===== src/rtl/instr_dec_pkg.sv =====
package instr_dec_pkg;

    localparam int WORD_W = 16;
    localparam int REG_W  = 5;
    localparam int OP_W   = 6;
    localparam int VAL_W  = 22;
    localparam int FMT_W  = 4;
    localparam int HI_W   = VAL_W - WORD_W;

    typedef enum logic [FMT_W-1:0] {
        FMT_BAD   = 4'd0,
        FMT_RR    = 4'd1,
        FMT_RIMM  = 4'd2,
        FMT_WIMM  = 4'd3,
        FMT_PAIR  = 4'd4,
        FMT_IOIN  = 4'd5,
        FMT_IOOUT = 4'd6,
        FMT_LJMP  = 4'd7,
        FMT_DMEM  = 4'd8
    } fmt_e;

    typedef struct packed {
        fmt_e             fmt;
        logic             two_word;
        logic             sel;
        logic [OP_W-1:0]  op;
        logic [REG_W-1:0] dst;
        logic [REG_W-1:0] src;
        logic [VAL_W-1:0] value;
    } dec_t;

    // Format classification; the tested patterns do not overlap.
    function automatic fmt_e classify(input logic [WORD_W-1:0] w);
        fmt_e f;
        if ((w[15:12] == 4'h0 && w[11:10] != 2'b00) || w[15:12] == 4'h1 || w[15:12] == 4'h2)
            f = FMT_RR;
        else if (w[15:8] == 8'h01)
            f = FMT_PAIR;
        else if (w[15:12] inside {4'h3, 4'h4, 4'h5, 4'h6, 4'h7, 4'hE})
            f = FMT_RIMM;
        else if (w[15:9] == 7'b1001011)
            f = FMT_WIMM;
        else if (w[15:9] == 7'b1001010 && w[3:2] == 2'b11)
            f = FMT_LJMP;
        else if (w[15:10] == 6'b100100 && w[3:0] == 4'h0)
            f = FMT_DMEM;
        else if (w[15:11] == 5'b10110)
            f = FMT_IOIN;
        else if (w[15:11] == 5'b10111)
            f = FMT_IOOUT;
        else
            f = FMT_BAD;
        return f;
    endfunction

    // Register number built from a split high bit and a low nibble.
    function automatic logic [REG_W-1:0] split_reg(input logic hi, input logic [3:0] lo);
        return {hi, lo};
    endfunction

endpackage


===== src/rtl/dec_fields.sv =====
module dec_fields
    import instr_dec_pkg::*;
(
    input  logic [WORD_W-1:0] word,
    output dec_t              dec
);
    always_comb begin
        dec     = '0;
        dec.fmt = classify(word);
        case (dec.fmt)
            FMT_RR: begin
                dec.op  = word[15:10];
                dec.dst = split_reg(word[8], word[7:4]);
                dec.src = split_reg(word[9], word[3:0]);
            end
            FMT_RIMM: begin
                dec.op    = OP_W'(word[15:12]);
                dec.dst   = {1'b1, word[7:4]};
                dec.value = VAL_W'({word[11:8], word[3:0]});
            end
            FMT_WIMM: begin
                dec.dst   = {2'b11, word[5:4], 1'b0};
                dec.value = VAL_W'({word[7:6], word[3:0]});
                dec.sel   = word[8];
            end
            FMT_PAIR: begin
                dec.dst = {word[7:4], 1'b0};
                dec.src = {word[3:0], 1'b0};
            end
            FMT_IOIN, FMT_IOOUT: begin
                dec.dst   = split_reg(word[8], word[7:4]);
                dec.value = VAL_W'({word[10:9], word[3:0]});
            end
            FMT_LJMP: begin
                dec.two_word = 1'b1;
                dec.sel      = word[1];
                dec.value    = {word[8:4], word[0], {WORD_W{1'b0}}};
            end
            FMT_DMEM: begin
                dec.two_word = 1'b1;
                dec.sel      = word[9];
                dec.dst      = split_reg(word[8], word[7:4]);
            end
            default: ;
        endcase
    end
endmodule


===== src/rtl/dec_track.sv =====
module dec_track
    import instr_dec_pkg::*;
(
    input  logic              clk,
    input  logic              rst,
    input  logic              vld,
    input  logic              flush,
    input  logic [WORD_W-1:0] word,
    input  dec_t              cur,
    output logic              fire,
    output dec_t              out
);
    logic pend_q, pend_d;
    dec_t hold_q, hold_d;

    always_comb begin
        fire   = 1'b0;
        out    = cur;
        pend_d = pend_q;
        hold_d = hold_q;
        if (flush) begin
            pend_d = 1'b0;
        end else if (vld) begin
            if (pend_q) begin
                fire      = 1'b1;
                out       = hold_q;
                out.value = hold_q.value | VAL_W'(word);
                pend_d    = 1'b0;
            end else if (cur.two_word) begin
                pend_d = 1'b1;
                hold_d = cur;
            end else begin
                fire = 1'b1;
            end
        end
    end

    always_ff @(posedge clk) begin
        if (rst) begin
            pend_q <= 1'b0;
            hold_q <= '0;
        end else begin
            pend_q <= pend_d;
            hold_q <= hold_d;
        end
    end


    flush_drops_pending_chk: assert property (@(posedge clk) disable iff (rst)
        flush |=> !pend_q);


    first_word_waits_chk: assert property (@(posedge clk) disable iff (rst)
        (vld && !flush && !pend_q && cur.two_word) |=> pend_q);


    pair_completes_chk: assert property (@(posedge clk) disable iff (rst)
        (pend_q && vld && !flush) |-> fire);
endmodule


===== src/rtl/instr_decoder.sv =====
module instr_decoder
    import instr_dec_pkg::*;
(
    input  logic              clk_i,
    input  logic              rst_i,
    input  logic              word_vld_i,
    input  logic              flush_i,
    input  logic [WORD_W-1:0] word_i,
    output logic              valid_o,
    output logic              illegal_o,
    output logic [FMT_W-1:0]  fmt_o,
    output logic [OP_W-1:0]   op_o,
    output logic [REG_W-1:0]  dst_o,
    output logic [REG_W-1:0]  src_o,
    output logic [VAL_W-1:0]  value_o,
    output logic              sel_o
);
    dec_t cur_dec, done_dec;
    logic fire;

    dec_fields u_fields (
        .word (word_i),
        .dec  (cur_dec)
    );

    dec_track u_track (
        .clk   (clk_i),
        .rst   (rst_i),
        .vld   (word_vld_i),
        .flush (flush_i),
        .word  (word_i),
        .cur   (cur_dec),
        .fire  (fire),
        .out   (done_dec)
    );

    always_ff @(posedge clk_i) begin
        if (rst_i) begin
            valid_o   <= 1'b0;
            illegal_o <= 1'b0;
            fmt_o     <= '0;
            op_o      <= '0;
            dst_o     <= '0;
            src_o     <= '0;
            value_o   <= '0;
            sel_o     <= 1'b0;
        end else begin
            valid_o <= fire;
            if (fire) begin
                illegal_o <= (done_dec.fmt == FMT_BAD);
                fmt_o     <= done_dec.fmt;
                op_o      <= done_dec.op;
                dst_o     <= done_dec.dst;
                src_o     <= done_dec.src;
                value_o   <= done_dec.value;
                sel_o     <= done_dec.sel;
            end
        end
    end


    flush_no_output_chk: assert property (@(posedge clk_i) disable iff (rst_i)
        flush_i |=> !valid_o);


    valid_has_word_chk: assert property (@(posedge clk_i) disable iff (rst_i)
        valid_o |-> $past(word_vld_i && !flush_i));


    rimm_upper_bank_chk: assert property (@(posedge clk_i) disable iff (rst_i)
        (valid_o && fmt_o == FMT_RIMM) |-> dst_o[REG_W-1]);


    wimm_pair_reg_chk: assert property (@(posedge clk_i) disable iff (rst_i)
        (valid_o && fmt_o == FMT_WIMM) |-> (dst_o[REG_W-1:REG_W-2] == 2'b11 && !dst_o[0]));


    pair_even_chk: assert property (@(posedge clk_i) disable iff (rst_i)
        (valid_o && fmt_o == FMT_PAIR) |-> (!dst_o[0] && !src_o[0]));
endmodule


===== config.mk =====
export PLATFORM = sky130hd
export DESIGN_NAME = instr_decoder
export DESIGN_NICKNAME = d
export VERILOG_FILES = /design/src/rtl/instr_dec_pkg.sv /design/src/rtl/dec_fields.sv /design/src/rtl/dec_track.sv /design/src/rtl/instr_decoder.sv
export SDC_FILE = /design/constraint.sdc
export NUM_CORES = 1
export LEC_CHECK = 0
export BUFFER_PORTS_ARGS = -buffer_cell sky130_fd_sc_hd__buf_4
export CORE_MARGIN = 8
export CORE_UTILIZATION = 35
export CTS_CLUSTER_SIZE = 30
export DETAILED_ROUTE_END_ITERATION = 6
export GPL_TIMING_DRIVEN = 0
export HOLD_SLACK_MARGIN = 0.05
export MAX_ROUTING_LAYER = met4
export PLACE_DENSITY_LB_ADDON = 0.3
export SLEW_MARGIN = 20
export SYNTH_ARGS = -nofsm -noshare
export SYNTH_HDL_FRONTEND = slang
export SYNTH_SLANG_ARGS = --single-unit

===== constraint.sdc =====
create_clock -name clk_i -period 2.2 [get_ports clk_i]
set_clock_uncertainty 0.15 [all_clocks]
set_input_delay 0.22 -clock clk_i [delete_from_list [all_inputs] [get_ports clk_i]]
set_output_delay 0.22 -clock clk_i [all_outputs]
set_load 0.03 [all_outputs]

==> results.md <==
* Seq/Total Area, Yosys at 46.3%
* Flops & latches, synth at roughly 80
* Critical Path End: dst_o[1]
* Worst setup EP type: register
* Final Hold Vio Count at 0
* Status: complete, no violations
* Fin crit share at 92.8%
* Chip width at 116 um
* Post-CTS Setup Bufs at 0
* Pins over their slew limit at 0
* Reg2reg start: u_track.pend_q
* Total length of routed wires at 11,400 um
* Power per Cell Area at 689 nW/um^2
* Boundary pin count at 65
* Clock Pin Slew Worst Setup and Hold Paths at 0.09 ns
* Insertion delay to the later sink of the worst-skew pair at ~0.35 ns
* Ys async rst share at 0%
* Via count of the first global-routing pass at 3,382
* Area delta synth->final at 28.2%
* Die Footprint at 13,500 sq um
* Crit path max fanout at 10
* CTS root buf: clkbuf_8
* Design Area, Final at 4490 sq um
* Synthesized net count at 426
* Mapped Cells at 406
* Vias at about 3.4k
* Largest net degree at the start of global routing at 14
* # DRC at 0
* Setup violators final at 0
* GPL Wtd Cong at ~0.9
* DR iter-0 viols at 209
* Site Rows at 36
* Tot Pwr at slightly above 3 mW
* Core area at 9730 sq um
* Most frequent cells in the layout: 81 x dfxtp_1, 64 x buf_4, 42 x nand2_1
* DP HPWL at 8420 um
* DR vias/cell at 5.37
* Starting Density at 36.0%
* First-pass GRT wire length at 18,200 um
* Port-buffer cells at 63
* Syn avg cell area at 8.63 sq um
* Area after DPL at 4140 sq um
* Num CTS Buffers at 9
* CTS sink count at 81
* Total Routing Usage GR at 18.1%
* Worst Setup Start Kind: input port
* Fmax at 490 MHz
* Arrival time at the worst endpoint at 2.11 ns
* Layout fillers at 1,017
* DR pass1 iterations at 4
* CTS tree: done
* CP required at 2.27 ns
* Multi-input logic area at 1700 sq um
* Initial antenna violation count at 0
* Worst VDD drop at 0.345 mV
* Detail Route Antenna Nets at 0
* End of the worst register-to-register path: op_o[3]
* Hold Path Class: input port to register
* Slew @ Worst Pin at 0.770 ns
* R2R depth at 6
* Buffer depth of the longest clock path at 2
* Ys Warns at 0
* Max_cap viols at 0
* R2r setup slk at 0.23 ns
* Synth Cell Area at between 3000 and 4000 sq um
* RSZ-0062 raised after global routing: no
* CTS H-tree lvls at 3
* Cell variety after synth at 52
* EDFF count, synth at 0
* Layout cell share with drive strength beyond 1 at 20.3%
* Drt wl/cell at 18.1 um
* Die Y at 116 um
* WS Path Type: input port to register
* Leak at 1.73 nW
* Commonest non-fill, non-tap cell in the layout: dfxtp_1
* N_diodes at 0
* Period minus WS final at between 2 and 2.5 ns
* Final #Nets at 512
* Primary FF master, synth: dfxtp_1
* Register area at 1620 sq um
* Slew headroom at 48.6%
* GRT Residual Overflow at 0
* CP startpoint: word_i[14]
[metrics by stage]
stage | utilization [%] | hold slack, ns | cells | worst slack, ns | TNS [ns]
after global placement | 42.6 | 0.282 | 602 | -0.409 | -4.87
after CTS | 46.1 | 0.0621 | 630 | 0.0314 | 0
after floorplan | - | 0.147 | 406 | 0.309 | 0
final | 46.2 | 0.0754 | 630 | 0.158 | 0
after global routing | 46.2 | 0.0745 | 630 | 0.0295 | 0
after detailed placement | 42.6 | 0.286 | 602 | -0.407 | -5.25
[synthesized netlist by cell type, types with 2 or more instances]
master    count  area, sq um
a32o_1        2         20.0
nand2b_1      2         12.5
a221oi_1      9         78.8
dfxtp_1      81         1620
nor3_1       12         60.1
o211ai_1      9         67.6
a211o_1       5         43.8
nor2_1       38          143
nor4_1        3         18.8
buf_6         2         22.5
and4b_1       2         20.0
inv_1         8         30.0
nand2_1      42          158
o21ai_0       9         45.0
nand3b_1      2         15.0
o21a_1        3         22.5
o41ai_1       2         17.5
a21boi_0      4         30.0
and3_1        4         25.0
nand3_1      20          100
and2_1       18          113
a211oi_1      7         52.6
or3_1         6         37.5
clkbuf_1     21         78.8
a21oi_1      36          180
o22ai_1       2         12.5
a221o_1       2         20.0
a22oi_1      13         97.6
a21o_1        3         22.5
buf_2         8         40.0
nor2b_1       7         43.8
a311oi_1      4         35.0
[worst min path at each step]
stage                     cells after the start               start            endpoint  slack, ns
after detailed placement                      1  u_track.hold_q[34]  u_track.hold_q[34]       0.29
after global routing                          3           word_i[0]          value_o[0]       0.07
after floorplan                               1             flush_i      u_track.pend_q       0.15
final                                         3           word_i[1]          value_o[1]       0.08
after global placement                        2  u_track.hold_q[24]  u_track.hold_q[24]       0.28
after CTS                                     3           word_i[1]          value_o[1]       0.06
[report_power, final]
group	switching (mW)	internal (mW)	total (mW)
clock network	0.537	0.674	1.21
logic	0.241	0.137	0.378
registers	0.0135	1.49	1.50
total	0.791	2.30	3.09
[area by class of cell]
type                            instances  area share (%)
Buffer                                 32            3.46
Tap cell                              133            3.71
Multi-Input combinational cell        285            37.9
Sequential cell                        81            36.1
Inverter                                8           0.669
Clock buffer                           12            3.23
Clock inverter                          4            1.70
Timing Repair Buffer                   75            13.2
[worst max-delay path, cell delays in order]
cell and delay, ns:
buf_4 0.12, clkbuf_1 0.22, nor2b_1 0.19, o21ai_1 0.44
o2111ai_2 0.37, a221oi_1 0.44, nor4_1 0.11
[registers in the layout, indices dropped and copies added (netlist names), 4 cells and up]
register	flops
op_o	6
src_o	5
u_track.hold_q	35
value_o	22
dst_o	5
fmt_o	4
[layer usage]
| layer | global-route usage (%) | part of all wire [%] |
|---|---|---|
| met5 | - | 0 |
| met4 | 5.27 | 1.9 |
| met3 | 4.43 | 6.9 |
| met2 | 29.1 | 47 |
| met1 | 22.1 | 44 |
[logic make-up (layout without fill, tap and decap cells)]
| kind of cell | after synthesis | in the layout | synth area share [%] |
|---|---|---|---|
| flip-flops | 81 | 81 | 46.3 |
| multiplexers | 1 | 1 | 0.321 |
| AO/OA/AOI/OAI | 122 | 122 | 24.9 |
| buffers and inverters | 40 | 131 | 5.11 |
| AND/OR/NAND/NOR | 162 | 162 | 23.4 |
[repair_timing]
item / 4_1_cts / 5_1_grt
hold buffers: 12 / 0
resized for setup: 2 / 6
endpoints found under the setup margin: 8 / 16
endpoints found under the hold margin: 21 / 0
(Power assumes the default switching activity.)
